File: src/rtl/pfe_pkg.sv
package pfe_pkg;

   typedef enum logic [1:0] {
      ACC_LOAD  = 2'd0,
      ACC_STORE = 2'd1,
      ACC_FETCH = 2'd2,
      ACC_ALT   = 2'd3
   } acc_e;

   typedef enum logic [1:0] {
      CAUSE_NONE = 2'd0,
      CAUSE_NX   = 2'd1,
      CAUSE_MISS = 2'd2,
      CAUSE_PROT = 2'd3
   } cause_e;

   localparam int RT_R = 0;
   localparam int RT_W = 1;
   localparam int RT_X = 2;

   localparam logic [31:0] ST_NX_FETCH  = 32'h1000_0000;
   localparam logic [31:0] ST_MISS_RD   = 32'h4000_0000;
   localparam logic [31:0] ST_MISS_WR   = 32'h4200_0000;
   localparam logic [31:0] ST_PROT_RD   = 32'h0800_0000;
   localparam logic [31:0] ST_PROT_WR   = 32'h0A00_0000;

   // right needed by an access kind, one-hot over {X,W,R}
   function automatic logic [2:0] needed_right(input logic [1:0] acc);
      case (acc)
         ACC_STORE: needed_right = 3'b010;
         ACC_FETCH: needed_right = 3'b100;
         default:   needed_right = 3'b001;
      endcase
   endfunction

endpackage

File: src/rtl/pfe_seg_sel.sv
module pfe_seg_sel #(
   parameter int NUM_SEG   = 16,
   parameter int SEG_W     = 32,
   parameter int ADDR_W    = 32,
   parameter int KEY_S_BIT = 30,
   parameter int KEY_U_BIT = 29,
   parameter int NX_BIT    = 28
) (
   input  logic [NUM_SEG*SEG_W-1:0] seg_flat,
   input  logic [ADDR_W-1:0]        eff_addr,
   output logic                     key_sup,
   output logic                     key_usr,
   output logic                     seg_nx
);
   localparam int SEL_W = $clog2(NUM_SEG);

   generate
      if (NUM_SEG != (1 << SEL_W)) begin : g_bad_count
         $error("pfe_seg_sel: NUM_SEG must be a power of two");
      end
      if (KEY_S_BIT >= SEG_W || KEY_U_BIT >= SEG_W || NX_BIT >= SEG_W) begin : g_bad_bits
         $error("pfe_seg_sel: segment field position outside register");
      end
   endgenerate

   logic [SEG_W-1:0] seg_arr [NUM_SEG];

   genvar gi;
   generate
      for (gi = 0; gi < NUM_SEG; gi++) begin : g_unpack
         assign seg_arr[gi] = seg_flat[gi*SEG_W +: SEG_W];
      end
   endgenerate

   logic [SEL_W-1:0] sel;
   logic [SEG_W-1:0] seg_cur;

   assign sel     = eff_addr[ADDR_W-1 -: SEL_W];
   assign seg_cur = seg_arr[sel];

   assign key_sup = seg_cur[KEY_S_BIT];
   assign key_usr = seg_cur[KEY_U_BIT];
   assign seg_nx  = seg_cur[NX_BIT];

   logic unused_seg_bits;
   assign unused_seg_bits = ^seg_cur;

endmodule

File: src/rtl/pfe_key_rights.sv
module pfe_key_rights #(
   parameter bit GATE_DECODE = 1'b0
) (
   input  logic       user_mode,
   input  logic       key_sup,
   input  logic       key_usr,
   input  logic       seg_nx,
   input  logic [1:0] pp,
   output logic       key,
   output logic [2:0] rights
);
   logic rd;
   logic wr;

   assign key = user_mode ? key_usr : key_sup;

   generate
      if (GATE_DECODE) begin : g_gate
         assign rd = key ? (|pp) : 1'b1;
         assign wr = key ? (pp == 2'b10) : ~(&pp);
      end else begin : g_table
         always_comb begin
            case ({key, pp})
               3'b000, 3'b001, 3'b010: begin rd = 1'b1; wr = 1'b1; end
               3'b011:                 begin rd = 1'b1; wr = 1'b0; end
               3'b100:                 begin rd = 1'b0; wr = 1'b0; end
               3'b110:                 begin rd = 1'b1; wr = 1'b1; end
               default:                begin rd = 1'b1; wr = 1'b0; end
            endcase
         end
      end
   endgenerate

   assign rights = {~seg_nx, wr, rd};

endmodule

File: src/rtl/pfe_fault_enc.sv
module pfe_fault_enc
   import pfe_pkg::*;
(
   input  logic [1:0]  acc_type,
   input  logic        xlate_off,
   input  logic        blk_hit,
   input  logic [2:0]  blk_rights,
   input  logic        seg_nx,
   input  logic        tbl_hit,
   input  logic [2:0]  tbl_rights,
   output logic        grant,
   output logic        fault,
   output logic [2:0]  rights,
   output logic        is_instr,
   output logic [31:0] code
);
   logic [2:0] need;
   logic       is_fetch;
   logic       is_store;
   cause_e     cause;

   assign need     = needed_right(acc_type);
   assign is_fetch = (acc_type == ACC_FETCH);
   assign is_store = (acc_type == ACC_STORE);

   // priority: bypass, block, no-execute, miss, protection
   always_comb begin
      grant  = 1'b0;
      rights = 3'b000;
      cause  = CAUSE_NONE;
      if (xlate_off) begin
         grant  = 1'b1;
         rights = 3'b111;
      end else if (blk_hit) begin
         if ((need & ~blk_rights) != 3'b000) begin
            cause = CAUSE_PROT;
         end else begin
            grant  = 1'b1;
            rights = blk_rights;
         end
      end else if (is_fetch && seg_nx) begin
         cause = CAUSE_NX;
      end else if (!tbl_hit) begin
         cause = CAUSE_MISS;
      end else if ((need & ~tbl_rights) != 3'b000) begin
         cause = CAUSE_PROT;
      end else begin
         grant  = 1'b1;
         rights = tbl_rights;
      end
   end

   always_comb begin
      case (cause)
         CAUSE_NX:   code = ST_NX_FETCH;
         CAUSE_MISS: code = is_store ? ST_MISS_WR : ST_MISS_RD;
         CAUSE_PROT: code = is_store ? ST_PROT_WR : ST_PROT_RD;
         default:    code = 32'h0;
      endcase
   end

   assign fault    = (cause != CAUSE_NONE);
   assign is_instr = is_fetch;

endmodule

File: src/rtl/pfe_fault_hold.sv
module pfe_fault_hold #(
   parameter int ADDR_W = 32
) (
   input  logic              clk,
   input  logic              rst_n,
   input  logic              req_valid,
   input  logic              fault_new,
   input  logic              new_is_instr,
   input  logic [31:0]       new_code,
   input  logic [ADDR_W-1:0] new_addr,
   input  logic              fault_ack,
   output logic              fault_valid,
   output logic              fault_is_instr,
   output logic [31:0]       fault_code,
   output logic [ADDR_W-1:0] fault_addr
);
   logic can_load;
   logic load_now;

   assign can_load = !fault_valid || fault_ack;
   assign load_now = can_load && req_valid && fault_new;

   always_ff @(posedge clk) begin
      if (!rst_n) begin
         fault_valid    <= 1'b0;
         fault_is_instr <= 1'b0;
         fault_code     <= '0;
         fault_addr     <= '0;
      end else if (can_load) begin
         fault_valid <= load_now;
         if (load_now) begin
            fault_is_instr <= new_is_instr;
            fault_code     <= new_code;
            fault_addr     <= new_is_instr ? '0 : new_addr;
         end
      end
   end

   p_fault_held_r11: assert property (@(posedge clk) disable iff (!rst_n)
      fault_valid && !fault_ack |=> fault_valid && $stable(fault_code)
                                    && $stable(fault_addr) && $stable(fault_is_instr));

   p_ack_clears_r11: assert property (@(posedge clk) disable iff (!rst_n)
      fault_valid && fault_ack && !(req_valid && fault_new) |=> !fault_valid);

endmodule

File: src/rtl/page_prot_fault_enc.sv
module page_prot_fault_enc
   import pfe_pkg::*;
#(
   parameter int ADDR_W      = 32,
   parameter int PAGE_BITS   = 12,
   parameter int NUM_SEG     = 16,
   parameter int SEG_W       = 32,
   parameter int KEY_S_BIT   = 30,
   parameter int KEY_U_BIT   = 29,
   parameter int NX_BIT      = 28,
   parameter bit GATE_DECODE = 1'b0,
   localparam int RPN_W      = ADDR_W - PAGE_BITS
) (
   input  logic                     clk,
   input  logic                     rst_n,
   input  logic                     req_valid,
   input  logic [1:0]               acc_type,
   input  logic                     user_mode,
   input  logic                     instr_xlate_on,
   input  logic                     data_xlate_on,
   input  logic [ADDR_W-1:0]        eff_addr,
   input  logic [NUM_SEG*SEG_W-1:0] seg_regs,
   input  logic                     blk_hit,
   input  logic [2:0]               blk_rights,
   input  logic [ADDR_W-1:0]        blk_raddr,
   input  logic                     tbl_hit,
   input  logic [1:0]               tbl_pp,
   input  logic [RPN_W-1:0]         tbl_rpn,
   input  logic                     fault_ack,
   output logic                     resp_valid,
   output logic                     resp_grant,
   output logic                     resp_fault,
   output logic [2:0]               resp_rights,
   output logic [ADDR_W-1:0]        resp_raddr,
   output logic                     fault_valid,
   output logic                     fault_is_instr,
   output logic [31:0]              fault_code,
   output logic [ADDR_W-1:0]        fault_addr
);
   generate
      if (PAGE_BITS < 1 || PAGE_BITS >= ADDR_W) begin : g_bad_page
         $error("page_prot_fault_enc: PAGE_BITS out of range");
      end
   endgenerate

   logic        key_sup, key_usr, seg_nx, key;
   logic [2:0]  tbl_rights;
   logic        xlate_off;
   logic        grant_c, fault_c, instr_c;
   logic [2:0]  rights_c;
   logic [31:0] code_c;
   logic [ADDR_W-1:0] raddr_c;

   assign xlate_off = (acc_type == ACC_FETCH) ? !instr_xlate_on : !data_xlate_on;

   pfe_seg_sel #(
      .NUM_SEG(NUM_SEG), .SEG_W(SEG_W), .ADDR_W(ADDR_W),
      .KEY_S_BIT(KEY_S_BIT), .KEY_U_BIT(KEY_U_BIT), .NX_BIT(NX_BIT)
   ) u_seg_sel (
      .seg_flat(seg_regs), .eff_addr(eff_addr),
      .key_sup(key_sup), .key_usr(key_usr), .seg_nx(seg_nx)
   );

   pfe_key_rights #(.GATE_DECODE(GATE_DECODE)) u_key_rights (
      .user_mode(user_mode), .key_sup(key_sup), .key_usr(key_usr),
      .seg_nx(seg_nx), .pp(tbl_pp), .key(key), .rights(tbl_rights)
   );

   pfe_fault_enc u_fault_enc (
      .acc_type(acc_type), .xlate_off(xlate_off), .blk_hit(blk_hit),
      .blk_rights(blk_rights), .seg_nx(seg_nx), .tbl_hit(tbl_hit),
      .tbl_rights(tbl_rights), .grant(grant_c), .fault(fault_c),
      .rights(rights_c), .is_instr(instr_c), .code(code_c)
   );

   always_comb begin
      if (xlate_off)    raddr_c = eff_addr;
      else if (blk_hit) raddr_c = blk_raddr;
      else              raddr_c = {tbl_rpn, eff_addr[PAGE_BITS-1:0]};
   end

   always_ff @(posedge clk) begin
      if (!rst_n) begin
         resp_valid  <= 1'b0;
         resp_grant  <= 1'b0;
         resp_fault  <= 1'b0;
         resp_rights <= '0;
         resp_raddr  <= '0;
      end else begin
         resp_valid  <= req_valid;
         resp_grant  <= req_valid && grant_c;
         resp_fault  <= req_valid && fault_c;
         resp_rights <= (req_valid && grant_c) ? rights_c : '0;
         resp_raddr  <= (req_valid && grant_c) ? raddr_c : '0;
      end
   end

   pfe_fault_hold #(.ADDR_W(ADDR_W)) u_fault_hold (
      .clk(clk), .rst_n(rst_n), .req_valid(req_valid), .fault_new(fault_c),
      .new_is_instr(instr_c), .new_code(code_c), .new_addr(eff_addr),
      .fault_ack(fault_ack), .fault_valid(fault_valid),
      .fault_is_instr(fault_is_instr), .fault_code(fault_code),
      .fault_addr(fault_addr)
   );

   p_real_full_r6: assert property (@(posedge clk) disable iff (!rst_n)
      req_valid && xlate_off |=> resp_grant && (resp_rights == 3'b111)
                                 && (resp_raddr == $past(eff_addr)));

   p_one_outcome_r12: assert property (@(posedge clk) disable iff (!rst_n)
      resp_valid |-> (resp_grant != resp_fault));

   p_idle_quiet_r12: assert property (@(posedge clk) disable iff (!rst_n)
      !resp_valid |-> !resp_grant && !resp_fault);

   p_nx_fetch_r5: assert property (@(posedge clk) disable iff (!rst_n)
      req_valid && (acc_type == ACC_FETCH) && instr_xlate_on && !blk_hit && seg_nx
      && (!fault_valid || fault_ack)
      |=> fault_valid && fault_is_instr && (fault_code == ST_NX_FETCH));

   p_key1_pp0_deny_r4: assert property (@(posedge clk) disable iff (!rst_n)
      req_valid && (acc_type == ACC_LOAD) && data_xlate_on && !blk_hit
      && tbl_hit && key && (tbl_pp == 2'b00) |=> resp_fault);

endmodule

File: config.mk
export PLATFORM = sky130hd
export DESIGN_NAME = page_prot_fault_enc
export DESIGN_NICKNAME = d
export VERILOG_FILES = /design/src/rtl/pfe_pkg.sv /design/src/rtl/pfe_seg_sel.sv /design/src/rtl/pfe_key_rights.sv /design/src/rtl/pfe_fault_enc.sv /design/src/rtl/pfe_fault_hold.sv /design/src/rtl/page_prot_fault_enc.sv
export SDC_FILE = /design/constraint.sdc
export NUM_CORES = 1
export LEC_CHECK = 0
export BUFFER_PORTS_ARGS = -buffer_cell sky130_fd_sc_hd__clkbuf_2
export CAP_MARGIN = 0
export CORE_AREA = 4 4 276 278
export CTS_BUF_LIST = sky130_fd_sc_hd__clkbuf_2
export CTS_CLUSTER_SIZE = 14
export DETAILED_ROUTE_END_ITERATION = 8
export DIE_AREA = 0 0 280 282
export GPL_ROUTABILITY_DRIVEN = 0
export PLACE_DENSITY = 0.3
export SLEW_MARGIN = 5
export SYNTH_ARGS = -nofsm -noshare
export SYNTH_HDL_FRONTEND = slang
export SYNTH_SLANG_ARGS = --single-unit
File: constraint.sdc
create_clock -name clk -period 3 [get_ports clk]
set_input_delay 0.15 -clock clk [delete_from_list [all_inputs] [get_ports clk]]
set_output_delay 0.15 -clock clk [all_outputs]
set_load 0.02 [all_outputs]
* After elaboration in Yosys (flattened, before gate mapping)
Index checks and enable logic that the tools add are counted.
Operators by class: equal/unequal tests 9, reduce and logical (&&, ||, !) cells 16, bitwise operators 6, mux-type cells 32, $lt $le $gt $ge 1
Operators with widths (number):
- 32-bit binary-select mux with 4-bit select | 1
- 32-bit two-way mux | 3
- 32-bit one-hot mux with 3 select lines | 1
- 31-bit two-way mux | 2
- 26-bit two-way mux | 2
- 3-bit two-way mux | 6
- 2-bit two-way mux | 6
- 1-bit two-way mux | 10
- 3-bit AND | 2
- 2-bit == test, second input constant | 3
- 3-bit == test, second input constant | 2
- 3-bit NOT | 2
- 3-bit one-hot mux with 2 select lines | 1
- 3-bit nonzero test | 2
- 5-bit greater-or-equal comparator, second input constant | 1
- 1-bit logical AND | 5
- 4-bit NOT with 5-bit output | 1
- 2-bit by 1-bit == test with 1-bit output, second input constant | 2
- 2-bit AND reduction | 2
- 4-bit OR reduction | 1
- 3-bit by 1-bit == test with 1-bit output, second input constant | 1
- 3-bit by 2-bit == test with 1-bit output, second input constant | 1
- 1-bit logical NOT | 3
- 3-bit logical NOT | 1
- 3 further kinds | 3
Storage, ports and cells: word-level logic and storage cells 73, input port bits 612, output and inout bits 104, bits in registers 104

* Longest topological paths before layout
Gate-level depths: netlist (run 1).
word-level depth 19, mapped depth 10, depth with buffers taken out 8

* Modules after synthesis
A second synthesis (run 1) with hierarchy kept.
Second synthesis, totals: cell total of the unflattened synthesis 564, area, all modules 5514.0 sq um
Modules (own cells, without submodules):
- pfe_fault_hold | times used 1, cells each 290, seq. area each 1321.3 sq um, area an instance 2827.7 sq um
- page_prot_fault_enc | times used 1, cells each 178, seq. area each 760.7 sq um, area an instance 1755.4 sq um
- pfe_fault_enc | times used 1, cells each 60, seq. area each 0.0 sq um, area an instance 479.2 sq um
- pfe_seg_sel | times used 1, cells each 29, seq. area each 0.0 sq um, area an instance 400.4 sq um
- pfe_key_rights | times used 1, cells each 7, seq. area each 0.0 sq um, area an instance 51.3 sq um

* Least setup slack after synthesis (run 1)
No wires, ideal clock.
path kind input to register, start point input port eff_addr[30], end point register u_fault_hold.fault_code[25], data required time 2.876 ns, slack 0.712 ns, stages 10, arrival time 2.164 ns, setup time 0.124 ns, path buffers 4, path through clkbuf_1 mux4_2 mux4_2 nand2_2 and3_1 buf_6 a31oi_2 buf_6 buf_12 mux2i_1
On the way: longest elaborated chain between the ends 19, elaborated cells between the ends (all ways) 30, classes of those cells eq/ne: 7; mux: 12; bitwise: 4; reduce/logical: 7
RTL lines:
- start, declared | RTL line page_prot_fault_enc.sv:21 | input logic [ADDR_W-1:0] eff_addr,
- 4-bit NOT with 5-bit output (not written as such) * | RTL line pfe_seg_sel.sv:39 | assign seg_cur = seg_arr[sel];
- 32-bit binary-select mux with 4-bit select * | RTL line pfe_seg_sel.sv:39
- 31-bit two-way mux (not written as such) * (2 in series) | RTL line pfe_seg_sel.sv:39
- 1-bit two-way mux | RTL line pfe_key_rights.sv:15 | assign key = user_mode ? key_usr : key_sup;
- 3-bit by 1-bit == test with 1-bit output (tied with other cells) | RTL line pfe_key_rights.sv:23 | case ({key, pp})
- 4-bit OR reduction (no source line)
- 1-bit two-way mux | RTL line pfe_key_rights.sv:23
- 3-bit NOT | RTL line pfe_fault_enc.sv:45 | end else if ((need & ~tbl_rights) != 3'b000) begin
- 3-bit AND | RTL line pfe_fault_enc.sv:45
- 3-bit nonzero test | RTL line pfe_fault_enc.sv:45
- 2-bit two-way mux | RTL line pfe_fault_enc.sv:45
- 2-bit two-way mux | RTL line pfe_fault_enc.sv:43 | end else if (!tbl_hit) begin
- 2-bit two-way mux * | RTL line pfe_fault_enc.sv:41 | end else if (is_fetch && seg_nx) begin
- 2-bit two-way mux * | RTL line pfe_fault_enc.sv:34 | end else if (blk_hit) begin
- 2-bit two-way mux * | RTL line pfe_fault_enc.sv:31 | if (xlate_off) begin
- branches (longest 3 deep; another with 32-bit one-hot mux with 3 select lines)
- end signal, assigned | RTL line pfe_fault_hold.sv:33 | fault_code <= new_code;
- end, declared | RTL line pfe_fault_hold.sv:14 | output logic [31:0] fault_code,
Mark *: on every way between the ends. The select of a mux whose other input is x is not followed. A chain may end at the register's enable or synchronous reset.

* Worst setup path after layout (run 1)
start point input port eff_addr[30], end point register u_fault_hold.fault_code[27]
Same word-level chain as after synthesis.

==> results of run 1 <==
power breakdown:
group	switching, mW	internal, mW
Combinational	0.441	0.450
Sequential	0.0191	1.06
Clock	0.541	0.134
worst reg2reg max path: cells and delay by family, from the launching register on:
kind,cells,cell delay (ns)
AO/OA/AOI/OAI,2,0.24
buffers and inverters,3,1.73
flip-flops,1,0.40
AND/OR/NAND/NOR,3,0.30
layer usage:
metal / vias up / share of wire (%)
met2: 201 / 45
met3: 23 / 6.4
met4: 0 / 1.7
met1: 2231 / 47
met5: - / 0
li1: 2317 / -
registers in the layout, indices dropped and copies added (netlist names):
name and flops:
resp_fault 1, u_fault_hold.fault_code 4, u_fault_hold.fault_is_instr 1, resp_raddr 32, resp_grant 1, resp_valid 1
resp_rights 3, u_fault_hold.fault_addr 32, u_fault_hold.fault_valid 1
cells in the mapped netlist (2+ instances only):
cell | instances | area (µm²)
mux4_2 | 6 | 135
and3_1 | 2 | 12.5
buf_4 | 28 | 210
nor3_1 | 33 | 165
buf_1 | 2 | 7.51
o211ai_1 | 2 | 15.0
a31oi_2 | 2 | 25.0
buf_12 | 3 | 60.1
a21oi_1 | 26 | 130
nor2_1 | 25 | 93.8
a211oi_1 | 2 | 15.0
clkbuf_1 | 22 | 82.6
a2111oi_0 | 2 | 17.5
mux2i_1 | 74 | 741
nand3_1 | 3 | 15.0
inv_1 | 6 | 22.5
mux4_1 | 6 | 158
nand2_1 | 42 | 158
buf_6 | 7 | 78.8
dfxtp_1 | 76 | 1520
nor2b_1 | 4 | 25.0
nand3b_1 | 33 | 248
and2_1 | 2 | 12.5
ha_1 | 3 | 37.5
nand2b_1 | 2 | 12.5
how the worst max path moves through the flow:
stage                      start                     endpoint  slack [ns]  depth (start not counted)
floorplan           eff_addr[30]  u_fault_hold.fault_code[25]        0.71                         10
global placement    eff_addr[28]               resp_raddr[10]        0.08                          9
detailed placement  eff_addr[28]               resp_raddr[10]        0.09                          8
CTS                 eff_addr[30]  u_fault_hold.fault_code[27]        0.08                         11
global route        eff_addr[30]  u_fault_hold.fault_code[27]        0.06                         11
finish              eff_addr[30]  u_fault_hold.fault_code[27]        0.04                         11
kinds of logic after synthesis:
family                   Yosys count  share of synthesized area [%]
flip-flops                        76                           36.6
other                              1                         0.0902
buffers and inverters             68                           11.1
multiplexers                      86                           24.9
AO/OA/AOI/OAI                     42                           7.14
adder cells (fa/ha/maj)            3                          0.903
AND/OR/NAND/NOR                  153                           19.3
what timing repair did:
item,4_1_cts,5_1_grt
buffers inserted,0,1
hold buffers,192,0
hold endpoints to repair,73,0
endpoints found under the setup margin,0,9
gates resized for setup,0,4
cell type report:
type	count	area share (%)
sequential	76	18.0
clock inverter	7	0.768
antenna	7	0.207
tap	969	14.3
clock buffer	9	0.532
multi-input combinational	312	27.2
inverter	6	0.266
timing repair buffer	441	38.7
through the flow:
step / instance area [µm²] / hold WS (ns)
final: 8470 / 0.169
after global routing: 8470 / 0.0668
after CTS: 8440 / 0.0106
after detailed placement: 6410 / 0.439
after global placement: 6410 / 0.428
after floorplan: 4260 / 0.316
==> flow_summary_export.csv, run 1 <==
group,metric,value,unit
run_status,result_of_the_run,"finished, final reports clean",
floorplan,initial_utilization,5.62,%
sta,worst_clock_skew,0.0883,ns
clocking,cts_tree,"yes",
routing,wl,23400,µm
finish,multiInputGateArea,2310,µm²
sta,setup_viol,0,
placed_design,io_buffer_count,223,
worst_setup_path,critPathCaptureType,"flop",
worst_setup_path,cp_data_arrival_time,3.75,ns
global_routing,grt_overflow,0,
clocking,clock_tree.htree_level_count,3,
synth,synthesis.yosys.warnings,0,
hold_path,min_from,"instr_xlate_on",
finish,layout.cells.most_common,"clkbuf_2",
floorplan,core,73900,µm²
sta,finalCritPeriodShare,98.8,%
synth,ys.flop_type,"dfxtp_1",
worst_setup_path,critical_path.max_stage_delay,0.55,ns
finish,drive_above_1_share,33.1,%
placed_design,pre_cts_setup_slack,0.0920,ns
power,max-vdd-ir-drop,0.132,mV
power,total_power,2.65,mW
placed_design,place_hpwl,18100,µm
worst_setup_path,crit_path_top_delay_cell,"dlygate4sd3_1",
global_routing,grt_most_used_layer,"met2",
clocking,insertion_delay,0.79,ns
placed_design,place.detailed.instances,1611,
synth,synth.ff_latch_count,76,
worst_setup_path,path_buf_inv,5,
floorplan,die_height,282,µm
worst_setup_path,worst_r2r_startpoint,"u_fault_hold.fault_valid",
finish,layout-area-overhead-vs-synth,104,%
worst_setup_path,start_kind,"input pin",
clocking,clock_sink_count,76,
hold_path,hold_path_class,"in2reg",
clocking,cts.reportedPaths.clkPinSlew,0.38,ns
finish,fillers,8592,
global_routing,grt_first_pass_wirelength,33200,µm
finish,area.sequential,1520,µm²
synth,yosys.cell_types.count,41,
sta,timing.final.max_slew_violations,0,
finish,final-instance-count-excl-fill,1827,
hold_path,hold-path-cell-count,5,
synth,postSynthAreaPerCell,9.69,µm²
worst_setup_path,critical-path-top-cell-by-count,"dlygate4sd3_1",
sta,setup_ws_final,0.0363,ns
floorplan,dieArea,79000,µm²
floorplan,io_pins,716,
worst_setup_path,timing.rr.end,"u_fault_hold.fault_code[28]",
worst_setup_path,cp_top_family,"buffers and inverters",
clocking,total_clock_buffers_created_by_cts,9,
sta,max_freq,337,MHz
global_routing,number_of_global_route_vias_before_repair,5013,
global_routing,maximum_number_of_pins_on_one_net_before_global_route_repair,41,
global_routing,grt_antenna_before_repair,7,
routing,routed-via-count,4772,
routing,detail_route.drc_violations,0,
floorplan,placementRows,100,
clocking,clock_path_buffers,2,
synth,async_flop_share,0,%
worst_setup_path,r2r_cells,8,
power,power_per_cell_area,312,nW/µm²
power,static-leakage-power,3.56,nW
global_routing,grtUsageMet2,9.32,%
routing,first_pass_iters,4,
synth,synth_enable_flop_cells,0,
sta,min_period,2.96,ns
routing,drt_iter0_markers,143,
routing,drt.antenna.violating_nets,0,
synth,gate_count_of_the_mapped_netlist,429,
synth,synth_sequential_area_ratio,36.6,%
hold_path,hold_path_end,"resp_raddr[20]",
worst_setup_path,timing.critical_path.cells,"dlygate4sd3_1, buf_6, mux4_2, mux4_2, nand2_2, nand2_1, dlygate4sd3_1, nand3_1, dlygate4sd3_1, o211a_1, dlygate4sd3_1",
finish,layout.core_utilization,11.5,%
sta,max_slew_margin,53.1,%
global_routing,gr-usage-met1,7.70,%
global_routing,gr-usage-met3,1.78,%
worst_setup_path,worstPathMaxFanout,12,
run,maxCapViolCount,0,
sta,hold_viol,0,
sta,grt_setup_unrepaired,"false",
worst_setup_path,rrSetupSlack,0.32,ns
synth,synth_area,4160,µm²
floorplan,die-width,280,µm
global_routing,grt_use_total,5.91,%
finish,nets,1461,
clocking,clk_root_buffer_cell,"clkbuf_2",
routing,avgViaCountPerCell,2.61,
finish,final_cell_mix,"clkbuf_2, dlygate4sd3_1, dfxtp_1, mux2i_1, nand2_1",
sta,total_neg_setup_slack,0,ns
routing,routed_len_inst,12.8,µm
worst_setup_path,worstPathRequired,3.78,ns
worst_setup_path,worst-setup-path-type,"in2reg",
sta,tightest_slew,0.700,ns
Power figures use the tool's default switching activity.
==> run 2, diff against run 1 <==
ABC_AREA = 1   (was default)
CORE_AREA = 4 4 280 282   (was 4 4 276 278)
DIE_AREA = 0 0 284 286   (was 0 0 280 282)
==> run 2 against run 1 <==
The run now ends with negative setup slack left. Clock power up 7.1%. Highest routed layer is now met5. Via count up 6.0%. Area after synthesis down 2.8%. First-iteration DRC count up 19%. Core utilization down 1.5 points. Sequential power about the same. Setup slack worse by 0.043 ns. Worst hold slack better by 0.027 ns.
==> flow_summary_export.csv, run 2 <==
group,metric,value,unit
run_status,result_of_the_run,"finished with violations",
run_status,violations,"negative setup slack",
worst_setup_path,endpoint,"resp_raddr[28]",
worst_setup_path,worst_r2r_startpoint,"u_fault_hold.fault_valid",
global_routing,grtUsageMet2,10.0,%
worst_setup_path,critical_path.max_stage_delay,0.58,ns
placed_design,post_dp_area,6180,µm²
worst_setup_path,worst-setup-path-type,"in2reg",
worst_setup_path,worstPathMaxFanout,23,
finish,reg_top3,"resp_raddr: 32 flops, u_fault_hold.fault_addr: 32 flops, u_fault_hold.fault_code: 4 flops",
placed_design,place_hpwl,21900,µm
sta,total_neg_setup_slack,-0.00671,ns
hold_path,hold_path_class,"in2reg",
routing,first_pass_iters,4,
synth,async_flop_share,0,%
synth,synth.ff_latch_count,76,
placed_design,pre_cts_setup_slack,0.0888,ns
finish,post-route-cell-area,7560,µm²
floorplan,placementRows,101,
clocking,cts_tree,"yes",
synth,yosys.cell_types.count,33,
clocking,clock_tree.htree_level_count,3,
routing,avgViaCountPerCell,2.65,
worst_setup_path,critical-path-top-cell-by-count,"dlygate4sd3_1",
worst_setup_path,crit_path_top_delay_cell,"dlygate4sd3_1",
clocking,insertion_delay,0.72,ns
sta,tightest_slew,0.912,ns
sta,min_period,3.01,ns
worst_setup_path,path_buf_inv,7,
clocking,clock_sink_count,76,
sta,setup_ws_final,-0.00671,ns
worst_setup_path,start_kind,"input pin",
sta,finalCritPeriodShare,100,%
power,static-leakage-power,3.33,nW
synth,synth_enable_flop_cells,0,
sta,max_slew_margin,39.1,%
floorplan,die_height,286,µm
routing,drt_iter0_markers,170,
synth,synth_area,4040,µm²
worst_setup_path,r2r_cells,8,
worst_setup_path,worst-path-stages,11,
global_routing,grt_most_used_layer,"met2",
power,power_per_cell_area,344,nW/µm²
clocking,total_clock_buffers_created_by_cts,9,
global_routing,maximum_number_of_pins_on_one_net_before_global_route_repair,38,
routing,detail_route.drc_violations,0,
synth,synth_sequential_area_ratio,37.7,%
floorplan,core,75700,µm²
finish,layout.cells.most_common,"clkbuf_2",
sta,timing.final.max_slew_violations,0,
worst_setup_path,cp-startpoint,"blk_hit",
worst_setup_path,critPathCaptureType,"flop",
floorplan,initial_utilization,5.33,%
worst_setup_path,rrSetupSlack,0.73,ns
sta,worst_clock_skew,0.0442,ns
finish,multiInputGateArea,2040,µm²
worst_setup_path,timing.rr.end,"u_fault_hold.fault_addr[4]",
synth,synth.top_cell.area_share,37.7,%
power,total_power,2.60,mW
routing,routed-via-count,5059,
worst_setup_path,cp_top_family,"buffers and inverters",
global_routing,grt_overflow,0,
routing,routed_len_inst,14.3,µm
synth,synthMostInstantiatedCell,"nand2_1",
power,max-vdd-ir-drop,0.145,mV
worst_setup_path,timing.critical_path.cells,"dlygate4sd3_1, clkbuf_2, buf_6, nand2_1, dlygate4sd3_1, nand3_1, dlygate4sd3_1, o21ai_0, dlygate4sd3_1, nor2_1, dlygate4sd3_1",
finish,area.sequential,1520,µm²
clocking,clock_path_buffers,2,
finish,layout-area-overhead-vs-synth,87.2,%
floorplan,die-width,284,µm
worst_setup_path,worstPathRequired,3.71,ns
sta,hold_ws,0.196,ns
global_routing,number_of_global_route_vias_before_repair,5108,
global_routing,gr-usage-met3,3.54,%
clocking,cts.reportedPaths.clkPinSlew,0.33,ns
worst_setup_path,cp_data_arrival_time,3.72,ns
floorplan,io_pins,716,
synth,ys.flop_type,"dfxtp_1",
synth,yosys-top-cells-area,"dfxtp_1, nand2_1, nor2_1, nand3_1, buf_4",
finish,final_cell_mix,"clkbuf_2, nand2_1, dlygate4sd3_1, dfxtp_1, nor2_1",
global_routing,grt_use_total,6.64,%
finish,nets,1537,
finish,drive_above_1_share,30.4,%
floorplan,dieArea,81200,µm²
clocking,clk_root_buffer_cell,"clkbuf_2",
global_routing,grt_antenna_before_repair,18,
sta,setup_viol,1,
routing,wl,27200,µm
synth,synthesis.yosys.warnings,0,
sta,max_freq,333,MHz
global_routing,grt_first_pass_wirelength,37700,µm
synth,synthTopCellsByCount,"nand2_1, dfxtp_1, nor2_1, nand3_1, a21oi_1",
sta,hold_viol,0,
synth,gate_count_of_the_mapped_netlist,587,
synth,yosysTopAreaCell,"dfxtp_1",
sta,grt_setup_unrepaired,"false",
synth,postSynthAreaPerCell,6.88,µm²
placed_design,io_buffer_count,223,
run,maxCapViolCount,0,
finish,fillers,8857,
routing,drt.antenna.violating_nets,0,
global_routing,gr-usage-met1,8.45,%
## run 2: cell count changes after synthesis, moves of 33 or more
cell / previous run / this run
nand2_1: 42 / 163
nor2_1: 25 / 73
nor3_1: 33 / 0
nand3b_1: 33 / 0
nand3_1: 3 / 53
mux2i_1: 74 / 0
## run 2: worst reg2reg max path: cells and delay by family (launching register included)
kind            cells  cell delay (ns)
buf+inv             3             1.12
flops               1             0.39
simple gates        4             0.54
compound gates      1             0.15
## run 2: through the flow
stage | cells | util (%)
finish | 1910 | 9.98
global route | 1907 | 9.97
CTS | 1903 | 9.91
detailed placement | 1768 | 8.17
global placement | 1768 | 8.17
floorplan | 614 | -
## run 2: area by class of cell
cell class | count | area share (%)
Clock buffer | 9 | 0.596
Tap cell | 978 | 16.2
Timing Repair Buffer | 358 | 32.8
Inverter | 37 | 1.99
Antenna cell | 5 | 0.166
Clock inverter | 7 | 1.08
Multi-Input combinational cell | 440 | 27.1
Sequential cell | 76 | 20.1
## run 2: power by group
part,leakage (nW),internal [mW],switching [mW]
Sequential,0.620,1.06,0.0193
Clock,0.0744,0.208,0.514
Combinational,2.64,0.338,0.455
Total,3.33,1.61,0.988
## run 2: timing repair
| item | CTS | global route |
|---|---|---|
| setup endpoints to repair | 0 | 26 |
| gates resized for setup | 0 | 10 |
| setup buffers | 0 | 2 |
| hold endpoints to repair | 75 | 0 |
| hold buffers | 119 | 0 |
## run 2: worst min path at each step
stage	startpoint	to	slack [ns]	cells past startpoint
floorplan	rst_n	u_fault_hold.fault_addr[1]	0.29	2
detailed placement	eff_addr[5]	resp_raddr[5]	0.41	3
global route	eff_addr[25]	u_fault_hold.fault_addr[25]	0.1	5
finish	instr_xlate_on	resp_raddr[20]	0.20	6
global placement	eff_addr[3]	resp_raddr[3]	0.41	3
CTS	blk_raddr[6]	resp_raddr[6]	0.01	4
## run 2: layer usage
metal,share of wire [%],vias up,routed length (µm)
li1,-,2491,-
met1,45,2291,12300
met2,42,222,11400
met3,12,41,3140
met4,1.2,14,326
met5,0.34,-,92
## run 2: cell families (layout without fill, tap and decap cells)
logic type	Yosys count	in the layout	share of synthesized area (%)
other	1	33	0.0929
AO/OA/AOI/OAI	89	89	12.8
adder cells (fa/ha/maj)	3	3	0.930
flip-flops	76	76	37.7
buffers and inverters	98	411	14.2
AND/OR/NAND/NOR	320	320	34.3
